--- src/rtl/trap_seq_pkg.sv ---
package trap_seq_pkg;
  localparam int TT_W = 8;
  localparam logic [3:0] EXT_IRQ_GRP = 4'h1;
  localparam logic [TT_W-1:0] SHUTDOWN_TT = 8'h80;

  typedef enum logic [1:0] {
    CST_OFF    = 2'b00,
    CST_FROZEN = 2'b01,
    CST_RSVD   = 2'b10,
    CST_ON     = 2'b11
  } cache_st_e;

  typedef enum logic [1:0] {
    SEQ_IDLE,
    SEQ_ENTRY,
    SEQ_HALT,
    SEQ_DOWN
  } seq_st_e;
endpackage

--- src/rtl/trap_win_dec.sv ---
module trap_win_dec #(
  parameter int NWIN  = 8,
  parameter int CWP_W = 3
) (
  input  logic [CWP_W-1:0] cwp_i,
  output logic [CWP_W-1:0] cwp_o
);
  localparam bit POW2 = ((NWIN & (NWIN - 1)) == 0);
  localparam logic [CWP_W-1:0] TOP = CWP_W'(NWIN - 1);

  generate
    if (POW2) begin : g_pow2
      assign cwp_o = cwp_i - 1'b1;
    end else begin : g_wrap
      assign cwp_o = (cwp_i == '0) ? TOP : cwp_i - 1'b1;
    end
  endgenerate
endmodule

--- src/rtl/trap_vec_gen.sv ---
module trap_vec_gen
  import trap_seq_pkg::*;
#(
  parameter int XLEN = 32
) (
  input  logic [XLEN-13:0] base_i,
  input  logic [TT_W-1:0]  tt_i,
  output logic [XLEN-1:0]  tbr_o,
  output logic [XLEN-1:0]  npc_o
);
  assign tbr_o = {base_i, tt_i, 4'h0};
  assign npc_o = tbr_o + XLEN'(4);
endmodule

--- src/rtl/trap_cache_freeze.sv ---
module trap_cache_freeze
  import trap_seq_pkg::*;
#(
  parameter int NCACHE = 2,
  parameter int CCW_W  = 3 * NCACHE
) (
  input  logic             irq_i,
  input  logic [CCW_W-1:0] ccw_i,
  output logic [CCW_W-1:0] ccw_o
);
  // layout: states at [2k+1:2k], freeze enables at [2*NCACHE+k]
  generate
    for (genvar k = 0; k < NCACHE; k++) begin : g_cache
      logic [1:0] st;
      logic       frz;
      assign st  = ccw_i[2*k +: 2];
      assign frz = ccw_i[2*NCACHE + k];
      assign ccw_o[2*k +: 2] = (irq_i && frz && st == CST_ON) ? CST_FROZEN : st;
      assign ccw_o[2*NCACHE + k] = frz;
    end
  endgenerate
endmodule

--- src/rtl/trap_entry_seq.sv ---
module trap_entry_seq
  import trap_seq_pkg::*;
#(
  parameter int NWIN   = 8,
  parameter int XLEN   = 32,
  parameter int NCACHE = 2,
  parameter int CWP_W  = (NWIN > 1) ? $clog2(NWIN) : 1,
  parameter int CCW_W  = 3 * NCACHE
) (
  input  logic                clk_i,
  input  logic                rst_ni,
  input  logic                trap_req_i,
  input  logic [TT_W-1:0]     trap_type_i,
  input  logic                shutdown_en_i,
  input  logic                et_i,
  input  logic                sup_i,
  input  logic                psup_i,
  input  logic [CWP_W-1:0]    cwp_i,
  input  logic [XLEN-1:0]     pc_i,
  input  logic [XLEN-1:0]     npc_i,
  input  logic [XLEN-13:0]    tbr_base_i,
  input  logic [CCW_W-1:0]    ccw_i,
  output logic                busy_o,
  output logic                et_o,
  output logic                sup_o,
  output logic                psup_o,
  output logic [CWP_W-1:0]    cwp_o,
  output logic [XLEN-1:0]     pc_o,
  output logic [XLEN-1:0]     npc_o,
  output logic [XLEN-1:0]     tbr_o,
  output logic                save_we_o,
  output logic [CWP_W-1:0]    save_win_o,
  output logic [XLEN-1:0]     save_pc_o,
  output logic [XLEN-1:0]     save_npc_o,
  output logic                ack_o,
  output logic [3:0]          ack_level_o,
  output logic                ccw_we_o,
  output logic [CCW_W-1:0]    ccw_o,
  output logic                halted_o,
  output logic                shutdown_o
);
  seq_st_e st_q, st_d;

  logic [CWP_W-1:0] cwp_nxt;
  logic [XLEN-1:0]  tbr_nxt, npc_nxt;
  logic [CCW_W-1:0] ccw_nxt;
  logic             is_irq, take, psup_unused;

  assign psup_unused = psup_i; // old previous-supervisor bit is overwritten
  assign is_irq = (trap_type_i[7:4] == EXT_IRQ_GRP) && (trap_type_i[3:0] != 4'h0);
  assign take   = (st_q == SEQ_IDLE) && trap_req_i && et_i;

  trap_win_dec #(.NWIN(NWIN), .CWP_W(CWP_W)) u_win (
    .cwp_i (cwp_i),
    .cwp_o (cwp_nxt)
  );

  trap_vec_gen #(.XLEN(XLEN)) u_vec (
    .base_i (tbr_base_i),
    .tt_i   (trap_type_i),
    .tbr_o  (tbr_nxt),
    .npc_o  (npc_nxt)
  );

  trap_cache_freeze #(.NCACHE(NCACHE), .CCW_W(CCW_W)) u_frz (
    .irq_i (is_irq),
    .ccw_i (ccw_i),
    .ccw_o (ccw_nxt)
  );

  always_comb begin
    st_d = st_q;
    unique case (st_q)
      SEQ_IDLE: if (trap_req_i) begin
        if (et_i)                                              st_d = SEQ_ENTRY;
        else if (shutdown_en_i && trap_type_i == SHUTDOWN_TT)  st_d = SEQ_DOWN;
        else                                                   st_d = SEQ_HALT;
      end
      SEQ_ENTRY: st_d = SEQ_IDLE;
      default:   st_d = st_q;
    endcase
  end

  logic ack_q;

  always_ff @(posedge clk_i or negedge rst_ni) begin
    if (!rst_ni) begin
      st_q        <= SEQ_IDLE;
      et_o        <= 1'b0;
      sup_o       <= 1'b0;
      psup_o      <= 1'b0;
      cwp_o       <= '0;
      pc_o        <= '0;
      npc_o       <= '0;
      tbr_o       <= '0;
      save_pc_o   <= '0;
      save_npc_o  <= '0;
      ack_q       <= 1'b0;
      ack_level_o <= '0;
      ccw_o       <= '0;
    end else begin
      st_q <= st_d;
      if (take) begin
        et_o        <= 1'b0;
        psup_o      <= sup_i;
        sup_o       <= 1'b1;
        cwp_o       <= cwp_nxt;
        tbr_o       <= tbr_nxt;
        pc_o        <= tbr_nxt;
        npc_o       <= npc_nxt;
        save_pc_o   <= pc_i;
        save_npc_o  <= npc_i;
        ack_q       <= is_irq;
        ack_level_o <= is_irq ? trap_type_i[3:0] : 4'h0;
        ccw_o       <= ccw_nxt;
      end
    end
  end

  assign busy_o     = (st_q == SEQ_ENTRY);
  assign save_we_o  = busy_o;
  assign save_win_o = cwp_o;
  assign ack_o      = busy_o && ack_q;
  assign ccw_we_o   = ack_o;
  assign halted_o   = (st_q == SEQ_HALT);
  assign shutdown_o = (st_q == SEQ_DOWN);
endmodule


--- config.mk ---
export PLATFORM = sky130hd
export DESIGN_NAME = trap_entry_seq
export DESIGN_NICKNAME = d
export VERILOG_FILES = /design/src/rtl/trap_seq_pkg.sv /design/src/rtl/trap_win_dec.sv /design/src/rtl/trap_vec_gen.sv /design/src/rtl/trap_cache_freeze.sv /design/src/rtl/trap_entry_seq.sv
export SDC_FILE = /design/constraint.sdc
export NUM_CORES = 1
export LEC_CHECK = 0
export BUFFER_PORTS_ARGS = -buffer_cell sky130_fd_sc_hd__buf_2
export CORE_AREA = 4 4 116 118
export CTS_BUF_LIST = sky130_fd_sc_hd__clkbuf_16
export CTS_CLUSTER_SIZE = 20
export DETAILED_ROUTE_END_ITERATION = 8
export DIE_AREA = 0 0 120 122
export GPL_TIMING_DRIVEN = 0
export PLACE_DENSITY = 0.76
export SYNTH_ARGS = -nofsm -noshare
export SYNTH_HDL_FRONTEND = slang
export SYNTH_SLANG_ARGS = --single-unit
--- constraint.sdc ---
create_clock -name clk_i -period 1.19 [get_ports clk_i]
set_input_delay 0.119 -clock clk_i [delete_from_list [all_inputs] [get_ports clk_i]]
set_output_delay 0.119 -clock clk_i [all_outputs]
set_load 0.05 [all_outputs]
==> metrics.md, run 1 <==
| Metric | Value |
|---|---|
| GRT Residual Overflow | `0` |
| CTS buffer count | `9` |
| CP max FO | `10` |
| Initial antenna violation count | `0` |
| Cell repeated most along the worst path | `buf_6` |
| Final WL | `18,400 um` |
| Synth top area share | `0.573` |
| DRT antenna net count | `0` |
| Ys Warns | `0` |
| Crit-path cells | `buf_6, nand4bb_1, buf_6, buf_12, buf_6, nand2_1, nand2_1` |
| Peak VDD IR | `between 1 and 1.5 mV` |
| Outcome | `finished, violations left` |
| Drt first pass iters | `4` |
| Fmax | `~670 MHz` |
| Met2 routed WL | `9760 um` |
| Worst Setup SP | `st_q[0]$_DFFE_PN0P_` |
| Slowest CP cell | `dfrtp_1` |
| Layout fillers | `836` |
| Worst path max stage delay | `440 ps` |
| Clock Path Buffers | `2` |
| Relative slew slack | `0.552` |
| Layout cells sized above 1 | `0.485` |
| CTS tree | `built` |
| Hold WC Path Type | `in -> reg` |
| Vias/cell | `about 4.5` |
| Flop2flop setup slack | `-310 ps` |
| Post-Synthesis Cells | `540` |
| Dominant cells by area after synthesis | `dfrtp_1 57%, nand2_1 23%, buf_4 12%, buf_2 1.7%, a22o_1 0.73%` |
| Cell family with most CP delay | `buffers and inverters` |
| Max Cap Viol | `0` |
| Largest net degree at the start of global routing | `slightly below 60` |
| Crit path buf inv count | `4` |
| Worst-Skew Late Latency | `between 300 and 400 ps` |
| Vias | `5,089` |
| Die area | `about 15,000 sq um` |
| GRT Overall Usage | `0.212` |
| Final core utilization | `0.719` |
| Critical Path Sink | `pc_o[29]$_DFFE_PN0P_` |
| Post-synthesis sequential area ratio | `0.573` |
| R2R Path End | `pc_o[29]$_DFFE_PN0P_` |
| FF-to-FF path depth | `7` |
| Met3 wire len | `1320 um` |
| Die H | `around 120 um` |
| CTS sink count | `110` |
| Nets | `1,070` |
| Metal-1 WL | `6840 um` |
| Least-Margin Pin Slew | `between 600 and 700 ps` |
| First-pass GRT wire length | `24,700 um` |
| Setup ws final | `-311 ps` |
| CP startpoint kind | `flop` |
| DR top layer | `met4` |
| Antenna Cells | `0` |
| CTS clock-pin slew for the worst setup and hold paths | `70 ps` |
| Min Tclk post-route | `1500 ps` |
| Pwr Density | `approximately 2200 nW/um^2` |
| Core footprint | `around 12,000 sq um` |
| Wirelength per Cell | `16.2 um` |
| Area of the mapped netlist | `4800 sq um` |
| RSZ-0062 raised after global routing | `true` |
| Die width | `120 um` |
| Failing checks | `negative setup slack` |
| I/O Pins | `approximately 290` |
| CP endpoint kind | `flop` |
| Crit Path Class | `reg -> reg` |
| H-tree levels | `3` |
| DRC viols | `0` |
| Mean Syn Cell Area | `~8.9 sq um` |
| Post-detail-place hpwl | `around 11,000 um` |
| Leak pwr | `5.05 nW` |
| Worst Path Required | `approximately 1400 ps` |
| Final slew viol count | `0` |
| Setup violators final | `125` |
| WP depth | `7` |
| Synth area leader | `dfrtp_1` |
| Worst flop-to-flop path startpoint | `st_q[0]$_DFFE_PN0P_` |
| Footprint of the multi-input gates | `1540 sq um` |
| Synthesized flop and latch total | `110` |
| Vias in the first global route | `~4,800` |
| Final Skew | `3.68 ps` |
| Hold Slack | `just under 9 ps` |
| Final Hold Viols | `0` |
| Num rows | `41` |
| Reg area | `about 2800 sq um` |
| Root buf cell | `clkbuf_16` |
| WP data arrival | `1720 ps` |
| Port Buffers | `around 280` |
| Synthesis-to-finish area growth | `86.6%` |
| Initial Util | `0.385` |
| Yosys cell types | `26` |
| Tcrit/Tclk final | `1.26` |
| DR iter-0 viols | `304` |
| Routability cong. | `between 0.7 and 0.8` |
[timing repair]
item / in CTS / in global routing
hold buffers: 90 / 0
setup endpoints to repair: 178 / 245
endpoints found under the hold margin: 146 / 0
pin swaps: 2 / 18
cloned: 2 / 4
gates resized for setup: 95 / 261
buffers inserted: 5 / 20
[worst register-to-register path, cell delays in order, from the launching register on]
cell and delay (ps):
dfrtp_1 440, buf_6 150, nand4bb_1 190, buf_6 170
buf_12 150, buf_6 140, nand2_1 70, nand2_1 80
[cell type report]
class | count | area share
Sequential cell | 110 | 0.309
Inverter | 2 | 0.000838
Multi-Input combinational cell | 341 | 0.171
Timing Repair Buffer | 401 | 0.360
Buffer | 96 | 0.108
Tap cell | 172 | 0.0240
Clock inverter | 5 | 0.00251
Clock buffer | 9 | 0.0251
[per-stage QoR]
| step | power, mW | instances | instance area, sq um | worst slack (ps) | TNS [ps] |
|---|---|---|---|---|---|
| after global placement | 14.8 | 1002 | 6530 | -1320 | -169780 |
| after global routing | 20.8 | 1136 | 8960 | -334 | -33120 |
| final | 20.0 | 1136 | 8960 | -311 | -27350 |
| after detailed placement | 15.0 | 1003 | 6560 | -347 | -28460 |
| after CTS | 18.3 | 1114 | 8070 | -252 | -25760 |
| after floorplan | 12.7 | 551 | 4920 | -179 | -4190 |
[layout by cell type, fill, tap and decap left out, types with 2 or more instances in the layout]
master	count
o31ai_1	2
clkbuf_16	12
dlygate4sd3_1	90
nand2_4	4
a22o_1	4
conb_1	12
nand2_2	26
nand2_1	270
buf_8	42
inv_1	5
dfrtp_2	11
buf_12	3
buf_2	204
nor2b_4	2
buf_4	66
dfrtp_1	99
buf_6	85
clkbuf_4	3
o21ai_1	3
[cell families after synthesis]
| kind of cell | count (synthesis) | share of synthesized area |
|---|---|---|
| fa+ha+maj | 1 | 0.00261 |
| flops | 110 | 0.573 |
| simple gates | 314 | 0.258 |
| compound gates | 13 | 0.0190 |
| xor+xnor | 1 | 0.00182 |
| buf+inv | 100 | 0.144 |
| other cells | 1 | 0.000781 |
[registers in the layout, indices dropped and copies added, names as in the netlist]
register	count
psup_o	1
ack_q	1
ccw_o	6
st_q	2
pc_o	27
save_pc_o	32
save_npc_o	32
ack_level_o	4
cwp_o	3
npc_o	2
[power breakdown]
part	total [mW]	internal, mW	switching, mW
Clock	2.69	1.37	1.32
Combinational	11.8	3.97	7.78
Sequential	5.59	4.75	0.844
[synthesized netlist by cell type (all sizes together)]
cell type and n:
nand2 300, dfrtp 110, buf 94, o21ai 5
a22o 4, clkbuf 4, o31ai 3, and2 2
inv 2, nor2b 2, nor4 2, nor4bb 2
a211o 1, conb 1, ha 1, nand2b 1
nand4bb 1, nor2 1, nor3b 1, or2 1
or4b 1, xnor2 1
[worst min path at each step]
stage / startpoint / to / slack [ps] / depth (start not counted)
2_1_floorplan: rst_ni / ack_level_o[0]$_DFFE_PN0P_ / -180 / 0
3_3_place_gp: npc_i[6] / save_npc_o[6]$_DFFE_PN0P_ / 310 / 3
3_5_place_dp: rst_ni / save_pc_o[21]$_DFFE_PN0P_ / 240 / 1
4_1_cts: trap_type_i[3] / pc_o[7]$_DFFE_PN0P_ / 2 / 3
5_1_grt: ccw_i[2] / ccw_o[2]$_DFFE_PN0P_ / 6 / 3
6_report: ccw_i[2] / ccw_o[2]$_DFFE_PN0P_ / 9 / 3
[layer usage]
metal	vias to the layer above	global-route usage
met2	234	0.387
met5	-	0
li1	2407	-
met3	40	0.0534
met4	0	0.0773
met1	2408	0.240
(Power assumes the default switching activity.)
==> inputs of run 2 (changes only) <==
--- a/config.mk
+++ b/config.mk
@@ -13,6 +13,7 @@
 export DIE_AREA = 0 0 120 122
 export GPL_TIMING_DRIVEN = 0
 export PLACE_DENSITY = 0.76
+export SKIP_CTS_REPAIR_TIMING = 1
 export SYNTH_ARGS = -nofsm -noshare
 export SYNTH_HDL_FRONTEND = slang
 export SYNTH_SLANG_ARGS = --single-unit
==> run 2 against run 1 <==
Net effect: the flow finishes with violations (negative hold slack, negative setup slack); combinational power is 3% lower; non-clock buffer count shrank 18; sequential cell count is the same; clock-buffer cell count unchanged; core utilization decreased by 1.3 points; via count is essentially flat; largest cell class unchanged; largest power group unchanged; critical path depth decreased by 3; worst hold slack lost 170 ps.
==> metrics.md, run 2 (same netlist as run 1, synthesis figures left out) <==
| Metric | Value |
|---|---|
| CTS tree | `built` |
| Drt first pass iters | `5` |
| CP max FO | `6` |
| Peak VDD IR | `~1.4 mV` |
| Relative slew slack | `0.478` |
| First-pass GRT wire length | `20,800 um` |
| Placed insts | `1,003` |
| CP startpoint kind | `flop` |
| Nets | `between 1,000 and 1,500` |
| DRT antenna net count | `0` |
| Setup violators final | `120` |
| Synthesis-to-finish area growth | `83.3%` |
| Final core utilization | `0.706` |
| Setup ws final | `-285 ps` |
| CTS sink count | `110` |
| Root buf cell | `clkbuf_16` |
| GRT Residual Overflow | `0` |
| Top flop regs | `save_npc_o x32, save_pc_o x32, pc_o x27` |
| Least-Margin Pin Slew | `between 700 and 800 ps` |
| Leak pwr | `4.98 nW` |
| Final Hold Viols | `a little over 60` |
| Busiest grt layer | `met2` |
| Vias in the first global route | `roughly 4,000` |
| Routability cong. | `0.757` |
| CP endpoint kind | `output port` |
| DRC viols | `0` |
| Die H | `122 um` |
| Clock Path Buffers | `2` |
| Initial antenna violation count | `0` |
| Max Cap Viol | `0` |
| H-tree levels | `3` |
| Fmax | `between 600 and 700 MHz` |
| DR iter-0 viols | `approximately 290` |
| Die width | `around 120 um` |
| I/O Pins | `293` |
| Die area | `approximately 15,000 sq um` |
| WP data arrival | `1360 ps` |
| CTS buffer count | `9` |
| Final WL | `18,100 um` |
| Final Skew | `5.68 ps` |
| Vias | `5,094` |
| CTS clock-pin slew for the worst setup and hold paths | `roughly 70 ps` |
| Most frequent cells in the layout | `263 x nand2_1, 206 x buf_2, 98 x dfrtp_1` |
| Met1 Use GR | `0.220` |
| Commonest non-fill, non-tap cell in the layout | `nand2_1` |
| GRT Overall Usage | `0.179` |
| Port Buffers | `279` |
| RSZ-0062 raised after global routing | `true` |
| Crit Path Class | `reg -> out` |
| Antenna Cells | `0` |
| Final slew viol count | `0` |
| Largest net degree at the start of global routing | `59` |
| Num rows | `41` |
| Worst Path Required | `1070 ps` |
| Finished Layout Cells | `1,118` |
| Worst-Skew Late Latency | `340 ps` |
| Initial Util | `0.385` |
| Post-detail-place hpwl | `10,600 um` |
| Min Tclk post-route | `1470 ps` |
| Met2 track utilization from global routing | `0.307` |
| Core footprint | `12,500 sq um` |
| Tcrit/Tclk final | `1.24` |
| Pwr Density | `2230 nW/um^2` |
| Hold Slack | `-160 ps` |
| Failing checks | `negative hold slack, negative setup slack` |
| Outcome | `finished, violations left` |
| Hold WC Path Type | `in -> async` |
| Vias/cell | `4.56` |
| Layout cells sized above 1 | `0.495` |
| Met3 Use GR | `0.0469` |
| Wirelength per Cell | `16.2 um` |
==> run 2: metrics by stage <==
step / TNS (ps) / setup WS, ps / hold WS (ps) / power, mW / cell area, sq um
floorplan: -4190 / -179 / -177 / 12.7 / 4920
global placement: -169780 / -1320 / 309 / 14.8 / 6530
detailed placement: -28460 / -347 / 239 / 15.0 / 6560
CTS: -35390 / -455 / -129 / 17.6 / 6810
global route: -31630 / -352 / -102 / 20.4 / 8800
finish: -20810 / -285 / -160 / 19.6 / 8800
==> run 2: worst max-delay path, cell delays in order, from the launching register on <==
cell and delay (ps):
dfrtp_2 450, nor2b_4 140, and2_4 170, buf_8 120, buf_12 140
==> run 2: final timing paths <==
kind                                      startpoint                         to  slack (ps)  cells past startpoint
max                              st_q[0]$_DFFE_PN0P_                   ccw_we_o        -280                      4
min                                           rst_ni  save_pc_o[21]$_DFFE_PN0P_        -160                      1
max reg2reg                      st_q[0]$_DFFE_PN0P_       pc_o[15]$_DFFE_PN0P_        -260                      6
min reg2reg                save_pc_o[25]$_DFFE_PN0P_  save_pc_o[25]$_DFFE_PN0P_         460                      2
max in group asynchronous                     rst_ni       pc_o[11]$_DFFE_PN0P_         610                      2
min in group clk_i                          pc_i[19]  save_pc_o[19]$_DFFE_PN0P_         -20                      3
==> run 2: layer usage <==
| metal | vias up | part of all wire |
|---|---|---|
| met1 | 2441 | 0.37 |
| met3 | 43 | 0.066 |
| li1 | 2368 | - |
| met4 | 0 | 0.027 |
| met5 | - | 0 |
| met2 | 242 | 0.53 |
==> run 2: area by class of cell <==
class | count | area [sq um]
buffer | 98 | 977
clock buffer | 9 | 225
clock inverter | 5 | 22.5
fill | 833 | 3660
inverter | 2 | 7.51
multi-input combinational | 341 | 1570
sequential | 110 | 2770
tap | 172 | 215
timing repair buffer | 381 | 3020
==> run 2: where the power goes <==
| group | leakage, nW | internal [mW] | total, mW | switching (mW) |
|---|---|---|---|---|
| clock network | 0.129 | 1.37 | 2.66 | 1.29 |
| registers | 1.39 | 4.75 | 5.59 | 0.837 |
| logic | 3.46 | 3.71 | 11.4 | 7.69 |
==> inputs of run 3 (changes only) <==
--- a/config.mk
+++ b/config.mk
@@ -6,13 +6,13 @@
 export NUM_CORES = 1
 export LEC_CHECK = 0
 export BUFFER_PORTS_ARGS = -buffer_cell sky130_fd_sc_hd__buf_2
-export CORE_AREA = 4 4 116 118
+export CORE_AREA = 4 4 123 125
 export CTS_BUF_LIST = sky130_fd_sc_hd__clkbuf_16
 export CTS_CLUSTER_SIZE = 20
 export DETAILED_ROUTE_END_ITERATION = 8
-export DIE_AREA = 0 0 120 122
+export DIE_AREA = 0 0 127 129
 export GPL_TIMING_DRIVEN = 0
-export PLACE_DENSITY = 0.76
+export PLACE_DENSITY = 0.68
 export SKIP_CTS_REPAIR_TIMING = 1
 export SYNTH_ARGS = -nofsm -noshare
 export SYNTH_HDL_FRONTEND = slang
==> run 3 against run 2 <==
Net effect: the run still ends with negative hold slack, negative setup slack left; core utilization shrank 4.2 points; critical path depth grew 2; sequential cell count is the same; final cell count grew 1.4%; maximum frequency shrank 3.3%; register-to-register slack lost 80 ps; setup slack lost 51 ps; power grew 5.2%; global-route usage shrank 1.1 points; clock power grew 26%; die area grew 12%; combinational power is essentially flat; highest routed layer is now met5.
==> metrics.md, run 3 (same netlist as run 1, synthesis figures left out) <==
| Metric | Value |
|---|---|
| Num rows | `43` |
| CTS sink count | `110` |
| Relative slew slack | `0.587` |
| Crit Path Class | `reg -> reg` |
| Antenna Cells | `0` |
| Finished Layout Cells | `1,134` |
| GRT Residual Overflow | `0` |
| Nets | `1,059` |
| Setup ws final | `-336 ps` |
| Commonest non-fill, non-tap cell in the layout | `nand2_1` |
| Die area | `16,400 sq um` |
| Die H | `129 um` |
| Worst hold stages | `3` |
| CP endpoint kind | `flop` |
| Drt first pass iters | `4` |
| Outcome | `finished, violations left` |
| Largest net degree at the start of global routing | `a little over 60` |
| Leak pwr | `~5 nW` |
| DRT antenna net count | `0` |
| Failing checks | `negative hold slack, negative setup slack` |
| Initial Util | `0.346` |
| Final Hold Viols | `8` |
| H-tree levels | `3` |
| Port Buffers | `279` |
| Hold WC Path Type | `in -> reg` |
| Final slew viol count | `0` |
| CP max FO | `7` |
| DR iter-0 viols | `196` |
| Pwr Density | `2240 nW/um^2` |
| CTS clock-pin slew for the worst setup and hold paths | `70 ps` |
| CTS buffer count | `9` |
| Layout cells sized above 1 | `0.518` |
| Min Tclk post-route | `around 1500 ps` |
| CTS tree | `built` |
| Most frequent cells in the layout | `246 x nand2_1, 193 x buf_2, 98 x dfrtp_1` |
| I/O Pins | `293` |
| Synthesis-to-finish area growth | `91.9%` |
| FF-to-FF path depth | `6` |
| Final core utilization | `0.664` |
| Root buf cell | `clkbuf_16` |
| Worst Path Required | `1460 ps` |
| Wirelength per Cell | `15.8 um` |
| WP data arrival | `1800 ps` |
| DRC viols | `0` |
| Design Area, Final | `roughly 9200 sq um` |
| First-pass GRT wire length | `21,700 um` |
| Final WL | `about 18,000 um` |
| Vias/cell | `4.43` |
| Worst-Skew Late Latency | `350 ps` |
| Max Cap Viol | `0` |
| Core footprint | `13,900 sq um` |
| Clock Path Buffers | `2` |
| GRT Overall Usage | `0.168` |
| Least-Margin Pin Slew | `615 ps` |
| CP startpoint kind | `flop` |
| Fmax | `655 MHz` |
| Peak VDD IR | `1.12 mV` |
| RSZ-0062 raised after global routing | `true` |
| Vias in the first global route | `about 4,200` |
| Hold Slack | `-25.2 ps` |
| Placed insts | `about 1,000` |
| Placement Cell Area | `approximately 6600 sq um` |
| Post-detail-place hpwl | `around 11,000 um` |
| Vias | `5,028` |
| Setup violators final | `122` |
| Die width | `127 um` |
| Overall Power | `20.7 mW` |
| Tcrit/Tclk final | `1.28` |
| Routability cong. | `0.765` |
| Top flop regs | `save_npc_o x32, save_pc_o x32, pc_o x27` |
| Final Skew | `9.16 ps` |
| Initial antenna violation count | `1` |
## run 3: changes by cell type in the layout (fill, tap and decap cells not counted), sizes merged
cell / change
inv: -2
clkbuf: +10
buf: -2
dlygate4sd3: -1
clkinv: +1
clkinvlp: -1
bufinv: +3
## run 3: routing by layer
layer / wire [um] / part of all wire / GRT usage / vias to the layer above
met5: 9 / 0.00050 / 0 / -
met4: 415 / 0.023 / 0.0568 / 2
met3: 1370 / 0.076 / 0.0473 / 37
met2: 9470 / 0.53 / 0.291 / 248
met1: 6710 / 0.37 / 0.202 / 2361
li1: - / - / - / 2380
## run 3: critical path, stage by stage, from the launching register on
cell and delay, ps:
dfrtp_2 440, nor4bb_1 290, buf_4 250, buf_8 160, clkbuf_16 160, nand2_2 50
nand2_1 90
## run 3: path summary, 6_finish.rpt
| check | from | end | slack, ps |
|---|---|---|---|
| max | st_q[0]$_DFFE_PN0P_ | pc_o[27]$_DFFE_PN0P_ | -340 |
| min | pc_i[11] | save_pc_o[11]$_DFFE_PN0P_ | -30 |
| max reg2reg | st_q[0]$_DFFE_PN0P_ | pc_o[27]$_DFFE_PN0P_ | -340 |
| min reg2reg | save_npc_o[17]$_DFFE_PN0P_ | save_npc_o[17]$_DFFE_PN0P_ | 460 |
| max in group asynchronous | rst_ni | st_q[1]$_DFFE_PN0P_ | 220 |
| min in group asynchronous | rst_ni | save_pc_o[29]$_DFFE_PN0P_ | 270 |
## run 3: cell type report
type	count	area, sq um
fillers	998	4660
repair buffers	388	3240
flip-flops and latches	110	2770
multi-input cells	341	1600
plain buffers	98	1050
clock buffers	9	225
well taps	180	225
clock inverters	6	103
inverters	2	7.51
## run 3: power breakdown
group / leakage (nW) / internal, mW / switching, mW / total, mW
registers: 1.39 / 4.75 / 0.848 / 5.60
clock network: 0.164 / 2.03 / 1.33 / 3.36
logic: 3.58 / 4.02 / 7.69 / 11.7
## run 3: metrics by stage
stage,setup TNS (ps),hold WS (ps),setup slack [ps]
5_1_grt,-35990,-12.0,-399
6_report,-26000,-25.2,-336
3_3_place_gp,-179590,309,-1370
4_1_cts,-39010,-287,-466
3_5_place_dp,-31890,93.1,-373
2_1_floorplan,-4190,-177,-179
